--- config.mk ---
export PLATFORM = sky130hd
export DESIGN_NAME = bitstream_marker_detector
export DESIGN_NICKNAME = d
export VERILOG_FILES = /design/src/rtl/bsd_pkg.sv /design/src/rtl/bsd_seq_matcher.sv /design/src/rtl/bsd_span_counter.sv /design/src/rtl/bitstream_marker_detector.sv
export SDC_FILE = /design/constraint.sdc
export NUM_CORES = 1
export LEC_CHECK = 0
export BUFFER_PORTS_ARGS = -buffer_cell sky130_fd_sc_hd__buf_2
export CORE_MARGIN = 3
export CORE_UTILIZATION = 60
export CTS_BUF_LIST = sky130_fd_sc_hd__clkbuf_4 sky130_fd_sc_hd__clkbuf_8
export DETAILED_ROUTE_END_ITERATION = 16
export PLACE_DENSITY = 0.89
export SLEW_MARGIN = 20
export SYNTH_ARGS = -nofsm -noshare
export SYNTH_HDL_FRONTEND = slang
export SYNTH_SLANG_ARGS = --single-unit
--- constraint.sdc ---
create_clock -name clk -period 4.31 [get_ports clk]
set_input_delay 0.862 -clock clk [delete_from_list [all_inputs] [get_ports clk]]
set_output_delay 0.862 -clock clk [all_outputs]
set_load 0.01 [all_outputs]
--- src/rtl/bsd_pkg.sv ---
// Shared constants and types for the configuration image framer.
// Assumes byte-wide streams; patterns are stored first byte in the MSBs.
package bsd_pkg;

    // Sync word that opens an image, first byte in bits [31:24].
    localparam int              SYNC_LEN  = 4;
    localparam logic [31:0]     SYNC_WORD = 32'h7EAA_997E;

    // Wake-up command that closes an image, first byte in bits [23:16].
    localparam int              WAKE_LEN  = 3;
    localparam logic [23:0]     WAKE_CMD  = 24'h01_0600;

    // Framer states.
    typedef enum logic [1:0] {
        ST_SEARCH  = 2'd0,
        ST_REPLAY  = 2'd1,
        ST_FORWARD = 2'd2
    } bsd_state_e;

endpackage

--- src/rtl/bsd_seq_matcher.sv ---
// Streaming matcher for a fixed byte pattern.
// It keeps the length of the longest pattern prefix that ends at the last
// stepped byte. On a mismatch it falls back to the longest prefix that is
// still a suffix, so overlapping occurrences are found.
// complete_o is combinational: the byte on byte_i would finish the pattern.
// After a completing step the depth returns to zero.
module bsd_seq_matcher #(
    parameter int               LEN     = 4,
    parameter logic [8*LEN-1:0] PATTERN = '0
) (
    input  logic       clk,
    input  logic       rst_n,
    input  logic       clear_i,
    input  logic       step_i,
    input  logic [7:0] byte_i,
    output logic       complete_o
);

    localparam int DEPTH_W = $clog2(LEN + 1);

    logic [DEPTH_W-1:0] depth_q;
    int                 nxt;

    // Byte idx of the pattern, counted from the first byte.
    function automatic logic [7:0] pat_byte(input int idx);
        return PATTERN[(LEN-1-idx)*8 +: 8];
    endfunction

    // Longest prefix that ends on byte b after k bytes had matched.
    function automatic int next_depth(input int k, input logic [7:0] b);
        int r;
        r = 0;
        for (int j = 1; j <= LEN; j++) begin
            if (j <= k + 1) begin
                bit ok;
                ok = (pat_byte(j-1) == b);
                for (int i = 0; i < j - 1; i++) begin
                    if (pat_byte(i) != pat_byte(k - j + 1 + i)) ok = 1'b0;
                end
                if (ok) r = j;
            end
        end
        return r;
    endfunction

    // Work out the next depth for the byte now presented.
    always_comb begin
        nxt        = next_depth(int'(depth_q), byte_i);
        complete_o = (nxt == LEN);
    end

    // Hold the current match depth.
    always_ff @(posedge clk) begin
        if (!rst_n) begin
            depth_q <= '0;
        end else if (clear_i) begin
            depth_q <= '0;
        end else if (step_i) begin
            depth_q <= complete_o ? '0 : DEPTH_W'(nxt);
        end
    end

endmodule

--- src/rtl/bsd_span_counter.sv ---
// Image length counter and position within the current chunk.
// restart_i wins over beat_i. The length counter wraps at 2**COUNT_W.
// chunk_wrap_o is high while the next beat is the last byte of a chunk.
module bsd_span_counter #(
    parameter int COUNT_W     = 24,
    parameter int CHUNK_BYTES = 512
) (
    input  logic               clk,
    input  logic               rst_n,
    input  logic               restart_i,
    input  logic               beat_i,
    output logic [COUNT_W-1:0] count_o,
    output logic               chunk_wrap_o
);

    localparam int POS_W = $clog2(CHUNK_BYTES);

    logic [POS_W-1:0] pos_q;

    // Flag the last byte slot of a chunk.
    always_comb chunk_wrap_o = (pos_q == POS_W'(CHUNK_BYTES - 1));

    // Count image bytes and the position inside the chunk.
    always_ff @(posedge clk) begin
        if (!rst_n) begin
            count_o <= '0;
            pos_q   <= '0;
        end else if (restart_i) begin
            count_o <= '0;
            pos_q   <= '0;
        end else if (beat_i) begin
            count_o <= count_o + COUNT_W'(1);
            pos_q   <= chunk_wrap_o ? '0 : pos_q + POS_W'(1);
        end
    end

endmodule

--- src/rtl/bitstream_marker_detector.sv ---
// Finds a configuration image in a byte stream and forwards it.
// SEARCH : consumes and drops bytes and looks for the sync word.
// REPLAY : sends the consumed sync word out of constants; input stalls.
// FORWARD: passes bytes straight through and looks for the wake command.
// Assumes the downstream side honours valid/ready, with a transfer on
// valid && ready. abort is synchronous and has priority over all else.
module bitstream_marker_detector #(
    parameter int COUNT_W     = 24,
    parameter int CHUNK_BYTES = 512
) (
    input  logic               clk,
    input  logic               rst_n,
    input  logic               abort,
    input  logic               in_valid,
    input  logic [7:0]         in_data,
    output logic               in_ready,
    output logic               out_valid,
    output logic [7:0]         out_data,
    input  logic               out_ready,
    output logic               out_chunk_end,
    output logic               out_image_last,
    output logic               start_pulse,
    output logic               end_pulse,
    output logic [COUNT_W-1:0] byte_count
);

    import bsd_pkg::*;

    localparam int IDX_W = $clog2(SYNC_LEN);

    bsd_state_e       state_q;
    logic [IDX_W-1:0] replay_idx_q;
    logic             out_xfer;
    logic             sync_step;
    logic             sync_complete;
    logic             sync_found;
    logic             wake_step;
    logic             wake_clear;
    logic             wake_complete;
    logic             wake_found;
    logic             span_restart;
    logic             chunk_wrap;

    // Handshake and data steering for each state.
    always_comb begin
        in_ready  = 1'b0;
        out_valid = 1'b0;
        out_data  = 8'h00;
        case (state_q)
            ST_SEARCH: begin
                in_ready = 1'b1;
            end
            ST_REPLAY: begin
                out_valid = 1'b1;
                out_data  = SYNC_WORD[8*(SYNC_LEN-1-int'(replay_idx_q)) +: 8];
            end
            ST_FORWARD: begin
                out_valid = in_valid;
                out_data  = in_data;
                in_ready  = out_ready;
            end
            default: begin
                in_ready = 1'b1;
            end
        endcase
    end

    // Events derived from the handshake and the two matchers.
    always_comb begin
        out_xfer       = out_valid && out_ready;
        sync_step      = (state_q == ST_SEARCH) && in_valid;
        sync_found     = sync_step && sync_complete;
        wake_step      = (state_q == ST_FORWARD) && out_xfer;
        wake_found     = wake_step && wake_complete;
        wake_clear     = abort || sync_found;
        span_restart   = abort || sync_found;
        out_image_last = (state_q == ST_FORWARD) && in_valid && wake_complete;
        out_chunk_end  = out_valid && (chunk_wrap || out_image_last);
    end

    // Sync word matcher on accepted search bytes.
    bsd_seq_matcher #(
        .LEN     (SYNC_LEN),
        .PATTERN (SYNC_WORD)
    ) u_sync_match (
        .clk        (clk),
        .rst_n      (rst_n),
        .clear_i    (abort),
        .step_i     (sync_step),
        .byte_i     (in_data),
        .complete_o (sync_complete)
    );

    // Wake command matcher on forwarded bytes.
    bsd_seq_matcher #(
        .LEN     (WAKE_LEN),
        .PATTERN (WAKE_CMD)
    ) u_wake_match (
        .clk        (clk),
        .rst_n      (rst_n),
        .clear_i    (wake_clear),
        .step_i     (wake_step),
        .byte_i     (in_data),
        .complete_o (wake_complete)
    );

    // Image length and chunk position.
    bsd_span_counter #(
        .COUNT_W     (COUNT_W),
        .CHUNK_BYTES (CHUNK_BYTES)
    ) u_span (
        .clk          (clk),
        .rst_n        (rst_n),
        .restart_i    (span_restart),
        .beat_i       (out_xfer && !abort),
        .count_o      (byte_count),
        .chunk_wrap_o (chunk_wrap)
    );

    // State sequencing and replay index.
    always_ff @(posedge clk) begin
        if (!rst_n) begin
            state_q      <= ST_SEARCH;
            replay_idx_q <= '0;
        end else if (abort) begin
            state_q      <= ST_SEARCH;
            replay_idx_q <= '0;
        end else begin
            case (state_q)
                ST_SEARCH: begin
                    if (sync_found) begin
                        state_q      <= ST_REPLAY;
                        replay_idx_q <= '0;
                    end
                end
                ST_REPLAY: begin
                    if (out_ready) begin
                        if (replay_idx_q == IDX_W'(SYNC_LEN - 1)) begin
                            state_q      <= ST_FORWARD;
                            replay_idx_q <= '0;
                        end else begin
                            replay_idx_q <= replay_idx_q + IDX_W'(1);
                        end
                    end
                end
                ST_FORWARD: begin
                    if (wake_found) state_q <= ST_SEARCH;
                end
                default: state_q <= ST_SEARCH;
            endcase
        end
    end

    // One-cycle start and end pulses.
    always_ff @(posedge clk) begin
        if (!rst_n) begin
            start_pulse <= 1'b0;
            end_pulse   <= 1'b0;
        end else begin
            start_pulse <= !abort && sync_found;
            end_pulse   <= !abort && wake_found;
        end
    end

endmodule

==> results of run 1 <==
==> layout make-up <==
type                            count  area share (%)
Clock buffer                        7            2.86
Clock inverter                      1           0.238
Inverter                           12            1.43
Multi-Input combinational cell    267            57.1
Sequential cell                    44            27.9
Tap cell                           52            2.06
Timing Repair Buffer               52            8.41
==> per-stage QoR <==
step                hold slack [ps]  cells  instance area [um2]  worst slack, ps
floorplan                       452    337                 2790             1390
global placement                465    427                 3060             1210
detailed placement              476    427                 3060             1130
CTS                             490    435                 3150             1100
global route                    531    435                 3150              861
finish                          489    435                 3150             1040
==> worst max-delay path, delay by kind of cell (launching register included) <==
family	cells	cell delay (ps)
simple gates	2	680
flops	1	590
mux	1	230
compound gates	2	760
buf+inv	1	210
fa+ha+maj	2	730
==> metal layers <==
layer	vias to the layer above	track usage, %	share of wire (%)
met5	-	0	0
met4	0	7.71	2.1
met3	16	6.08	5.9
met2	88	37.0	45
met1	1212	33.7	47
li1	1299	-	-
==> logic make-up (layout without fill, tap and decap cells) <==
family                     after synthesis  count (layout)  synth area share (%)
and+or+nand+nor                        158             158                  32.0
AOI/OAI and AO/OA                       59              59                  13.4
DFF                                     44              44                  31.6
buffers and inverters                   26              72                  3.99
adders and majority gates               23              23                  10.3
xor gates and xnor gates                23              23                  7.22
muxes                                    4               4                  1.43
==> flip-flops by register name (all words and copies together), names as in the netlist <==
| signal | flops |
|---|---|
| u_span.count_o | 24 |
| start_pulse | 1 |
| u_sync_match.depth_q | 3 |
| replay_idx_q | 2 |
| u_wake_match.depth_q | 2 |
| end_pulse | 1 |
| state_q | 2 |
| u_span.pos_q | 9 |
==> power breakdown <==
group,internal (mW),switching (mW)
Combinational,0.0112,0.0206
Clock,0.137,0.144
Sequential,0.406,0.000967
Total,0.554,0.166
==> final timing paths <==
check                                from                 endpoint  slack [ps]
setup / recovery  u_sync_match.depth_q[0]               state_q[0]        1040
hold / removal    u_wake_match.depth_q[0]  u_wake_match.depth_q[0]         490
setup reg to reg  u_sync_match.depth_q[0]               state_q[0]        1040
hold reg to reg   u_wake_match.depth_q[0]  u_wake_match.depth_q[0]         490
==> cell usage in the layout, fill, tap and decap left out, types with 4 or more instances in the layout <==
master	instances
ha_1	23
nand2_1	25
dfxtp_1	44
nor2b_1	4
nand3b_1	4
nor2_1	39
nor4_1	6
nand4_1	8
inv_1	12
and3_1	5
nand3_1	12
xnor2_1	14
nor3b_1	4
buf_2	50
a21boi_0	8
nand2b_1	7
nor3_1	10
a21oi_1	19
xor2_1	9
clkbuf_8	6
or3_1	6
mux2i_1	4
a211oi_1	5
o21ai_0	13
==> run_results.csv, run 1 <==
group,metric,value,unit
layout,register_area,881,um2
worst_setup_path,worstPathRequired,4540,ps
timing,relSlewSlack,62.7,%
timing,slew_viol_final,0,
global_route,grtUsageTotal,24.2,%
power,ir_worst_vdd,178,uV
layout,multiInputGateArea,1800,um2
hold_path,hold_path.class,"reg -> reg",
timing,min_period_over_period,75.8,%
floorplanning,num_io_pins,51,
worst_setup_path,timing.critical_path.cells,"inv_1, ha_1, ha_1, or3b_2, a211oi_1, nand4_1, a211oi_1, mux2i_1",
route,wl,6390,um
cts,clk_latency,310,ps
cts,cts_tree,"built",
synthesis,synth_cells,337,
power,pwr_density_cell,228,nW/um2
timing,rsz0062_at_grt,"false",
route,drt_iter0_markers,237,
cts,cts_sinks,44,
power,total_power,720,uW
cts,cts_resized,0,
route,drc,0,
timing,tightest_slew,555,ps
worst_setup_path,cp_data_arrival_time,3500,ps
worst_setup_path,worst-setup-path-type,"reg -> reg",
global_route,grt_first_pass_wirelength,10500,um
power,p_leak,1.24,nW
cts,path_clk_slew,80,ps
synthesis,post_synth.cell_area_avg,8.28,um2
outcome,status,"complete, no violations",
synthesis,synth.cell_area,2790,um2
timing,final.setup.tns,0,ps
timing,final_hold_viol_count,0,
placed_design,port_buffers,50,
cts,postCtsSetupBuffers,0,
synthesis,ys_top_cells_by_area,"dfxtp_1 (32%), ha_1 (10%), nor2_1 (5.2%)",
worst_setup_path,cp_slowest_cell,"dfxtp_1",
worst_setup_path,slowest_delay,590,ps
worst_setup_path,r2r_cells,8,
run,max_cap_viol_count,0,
timing,setup_viol,0,
cts,ctsHoldBuffers,0,
floorplanning,num_rows,24,
synthesis,dominantRegCellSynth,"dfxtp_1",
worst_setup_path,cp-start-kind,"flip-flop",
global_route,antenna_found_initial,0,
floorplanning,dieArea,5510,um2
layout,n_fill_cell,329,
cts,cts_inserted_buffers,5,
route,detail_route.wl_per_cell,14.7,um
worst_setup_path,cp-end-kind,"flip-flop",
synthesis,synth-seq-cells,44,
layout,post-route-util,71.4,%
route,dr.pass1.iters,4,
synthesis,synthDistinctLibCells,51,
route,via_per_inst,6.01,
synthesis,asyncSetResetFlopFracSynth,0,%
synthesis,synth_edf_count,0,
layout,syn2layout_area_growth,13.0,%
cts,clockBufferDepth,2,
hold_path,min_path_cells,2,
timing,fmax,306,MHz
synthesis,yosysSeqAreaShare,31.6,%
layout,diodes,0,
layout,drive_above_1_share,18.8,%
route,ant_nets,0,
global_route,grt_max_degree,37,
cts,cts_htree_levels,2,
synthesis,synth_most_common_cell,"dfxtp_1",
cts,root_buffer,"clkbuf_8",
synthesis,yosys.area.top_type_share,31.6,%
synthesis,yosysWarningCount,0,
placed_design,globalplace.congestion,0.909,
timing,finClkSkew,7.94,ps
timing,finalCriticalPeriod,3270,ps
placed_design,hpwl,4600,um
floorplanning,start_util,63.2,%
global_route,overflow,0,
worst_setup_path,crit_fanout,12,
synthesis,yosys.area.top_type,"dfxtp_1",
route,vias,2615,
floorplanning,dieHeight,74.2,um
synthesis,syn_nets,373,
floorplanning,coreArea,4410,um2
synthesis,yosys-top-cells-count,"dfxtp_1 (44), nor2_1 (39), nand2_1 (25)",
floorplanning,die_x,74.2,um
global_route,grt_pass1_vias,2323,
layout,fin_nets,418,
Note: power is estimated with default switching activity, not from simulation.
==> inputs of run 2 (changes only) <==
--- a/config.mk
+++ b/config.mk
@@ -7,10 +7,10 @@
 export LEC_CHECK = 0
 export BUFFER_PORTS_ARGS = -buffer_cell sky130_fd_sc_hd__buf_2
 export CORE_MARGIN = 3
-export CORE_UTILIZATION = 60
+export CORE_UTILIZATION = 58
 export CTS_BUF_LIST = sky130_fd_sc_hd__clkbuf_4 sky130_fd_sc_hd__clkbuf_8
 export DETAILED_ROUTE_END_ITERATION = 16
-export PLACE_DENSITY = 0.89
+export PLACE_DENSITY = 0.87
 export SLEW_MARGIN = 20
 export SYNTH_ARGS = -nofsm -noshare
 export SYNTH_HDL_FRONTEND = slang
==> constraint.sdc (replaced) <==
create_clock -name clk -period 3.28 [get_ports clk]
set_input_delay 0.656 -clock clk [delete_from_list [all_inputs] [get_ports clk]]
set_output_delay 0.656 -clock clk [all_outputs]
set_load 0.01 [all_outputs]
==> run 2 against run 1 <==
Against the previous run: count of clock-buffer cells in the layout fell by 1; clock skew fell by 2.8 ps; cell count rose by 0.69%; global-route usage fell by 0.39 points; critical path depth rose by 1; via count fell by 1.1%; combinational power rose by 44%; worst hold slack barely moved; wire length rose by 0.39%; clock power rose by 50%; critical endpoint unchanged.
==> run_results.csv, run 2 (synthesis results as in run 1) <==
group,metric,value,unit
hold_path,hold_start,"u_wake_match.depth_q[0]",
floorplanning,die_x,75.4,um
placed_design,port_buffers,50,
cts,cts_inserted_buffers,5,
route,wl_met2,3080,um
timing,fin_ws,167,ps
timing,whs,489,ps
cts,postCtsSetupBuffers,0,
worst_setup_path,crit_start,"u_sync_match.depth_q[0]",
layout,layout_common_cells,"buf_2 (50), dfxtp_1 (44), nor2_1 (39), nand2_1 (25), ha_1 (23)",
layout,top_register,"u_span.count_o",
cts,cts_htree_levels,2,
worst_setup_path,cp_slowest_cell,"dfxtp_1",
route,detail_route.wl_per_cell,14.6,um
timing,final.setup.tns,0,ps
worst_setup_path,timing.critical_path.cells,"ha_1, xor2_1, inv_1, ha_1, or3b_2, a211oi_1, nand4_1, a211oi_1, mux2i_1",
worst_setup_path,crit_fanout,7,
timing,tightest_slew,599,ps
route,drc,0,
placed_design,place_area,3090,um2
timing,rsz0062_at_grt,"false",
floorplanning,dieArea,5680,um2
cts,path_clk_slew,80,ps
cts,cts_sinks,44,
route,routed.top_layer,"met4",
cts,cts_tree,"built",
power,ir_worst_vdd,248,uV
global_route,grt_first_pass_wirelength,10700,um
timing,finClkSkew,5.13,ps
global_route,grt_pass1_vias,2392,
timing,setup_viol,0,
layout,drive_above_1_share,19.4,%
route,drt_iter0_markers,157,
route,route.met3.wl,281,um
layout,n_fill_cell,346,
floorplanning,coreArea,4500,um2
route,dr.pass1.iters,4,
worst_setup_path,rr_startpoint,"u_sync_match.depth_q[0]",
worst_setup_path,worstPathRequired,3510,ps
layout,syn2layout_area_growth,14.7,%
placed_design,hpwl,4830,um
floorplanning,dieHeight,75.4,um
timing,finalCriticalPeriod,3110,ps
worst_setup_path,cp_data_arrival_time,3350,ps
cts,cts_resized,0,
worst_setup_path,cp-start-kind,"flip-flop",
worst_setup_path,worst-setup-path-type,"reg -> reg",
cts,root_buffer,"clkbuf_8",
global_route,grt_max_degree,37,
route,wl_met1,2970,um
run,max_cap_viol_count,0,
power,p_leak,1.27,nW
route,ant_nets,0,
layout,reg_top3,"u_span.count_o: 24 flops, u_span.pos_q: 9 flops, u_sync_match.depth_q: 3 flops",
placed_design,pre_cts_ws,245,ps
power,pwr_density_cell,313,nW/um2
layout,largest_register_ff_count,24,
global_route,antenna_found_initial,0,
worst_setup_path,slowest_delay,470,ps
layout,diodes,0,
route,wl,6410,um
layout,post-route-util,71.1,%
worst_setup_path,cp-end-kind,"flip-flop",
timing,slew_viol_final,0,
global_route,overflow,0,
layout,finalInstanceArea,3200,um2
floorplanning,start_util,62.0,%
timing,min_period_over_period,94.9,%
global_route,grtUsageTotal,23.8,%
floorplanning,num_rows,24,
hold_path,hold_path.class,"reg -> reg",
layout,final_common_cell,"buf_2",
cts,clk_latency,300,ps
route,vias,2587,
placed_design,globalplace.congestion,0.923,
timing,fmax,321,MHz
timing,relSlewSlack,59.7,%
route,via_per_inst,5.91,
cts,ctsHoldBuffers,0,
floorplanning,num_io_pins,51,
timing,final_hold_viol_count,0,
outcome,status,"complete, no violations",
cts,clockBufferDepth,2,
layout,fin_nets,421,
## run 2: final timing paths
check	endpoint	slack (ps)	cells past startpoint
setup / recovery	state_q[0]	170	9
hold / removal	u_wake_match.depth_q[0]	490	2
setup reg to reg	state_q[0]	170	9
hold reg to reg	u_wake_match.depth_q[0]	490	2
## run 2: report_power, final
| part | internal (mW) | switching (mW) |
|---|---|---|
| combinational | 0.0172 | 0.0283 |
| clock | 0.234 | 0.187 |
| sequential | 0.534 | 0.000734 |
| total | 0.786 | 0.216 |
## run 2: critical path, delay by kind of cell (launching register included)
family,cells,cell delay (ps)
AOI/OAI and AO/OA,2,790
and+or+nand+nor,2,670
adders and majority gates,2,500
DFF,1,470
xor gates and xnor gates,1,280
muxes,1,220
buffers and inverters,1,120
## run 2: metal layers
| layer | track usage [%] | up-vias |
|---|---|---|
| met5 | 0 | - |
| met1 | 32.1 | 1221 |
| met4 | 8.93 | 0 |
| met3 | 4.62 | 11 |
| met2 | 38.0 | 58 |
| li1 | - | 1297 |
## run 2: layout make-up
| class | count | area (um2) | share of cell area, % |
|---|---|---|---|
| clock inverters | 2 | 35.0 | 1.09 |
| multi-input cells | 267 | 1800 | 56.2 |
| well taps | 52 | 65.1 | 2.03 |
| inverters | 12 | 45.0 | 1.41 |
| repair buffers | 55 | 300 | 9.38 |
| clock buffers | 6 | 76.3 | 2.38 |
| flip-flops and latches | 44 | 881 | 27.5 |
## run 2: metrics by stage
step / instances / power, mW
floorplan: 337 / 0.571
global placement: 430 / 0.592
detailed placement: 430 / 0.592
CTS: 438 / 1.01
global route: 438 / 1.04
finish: 438 / 1.00
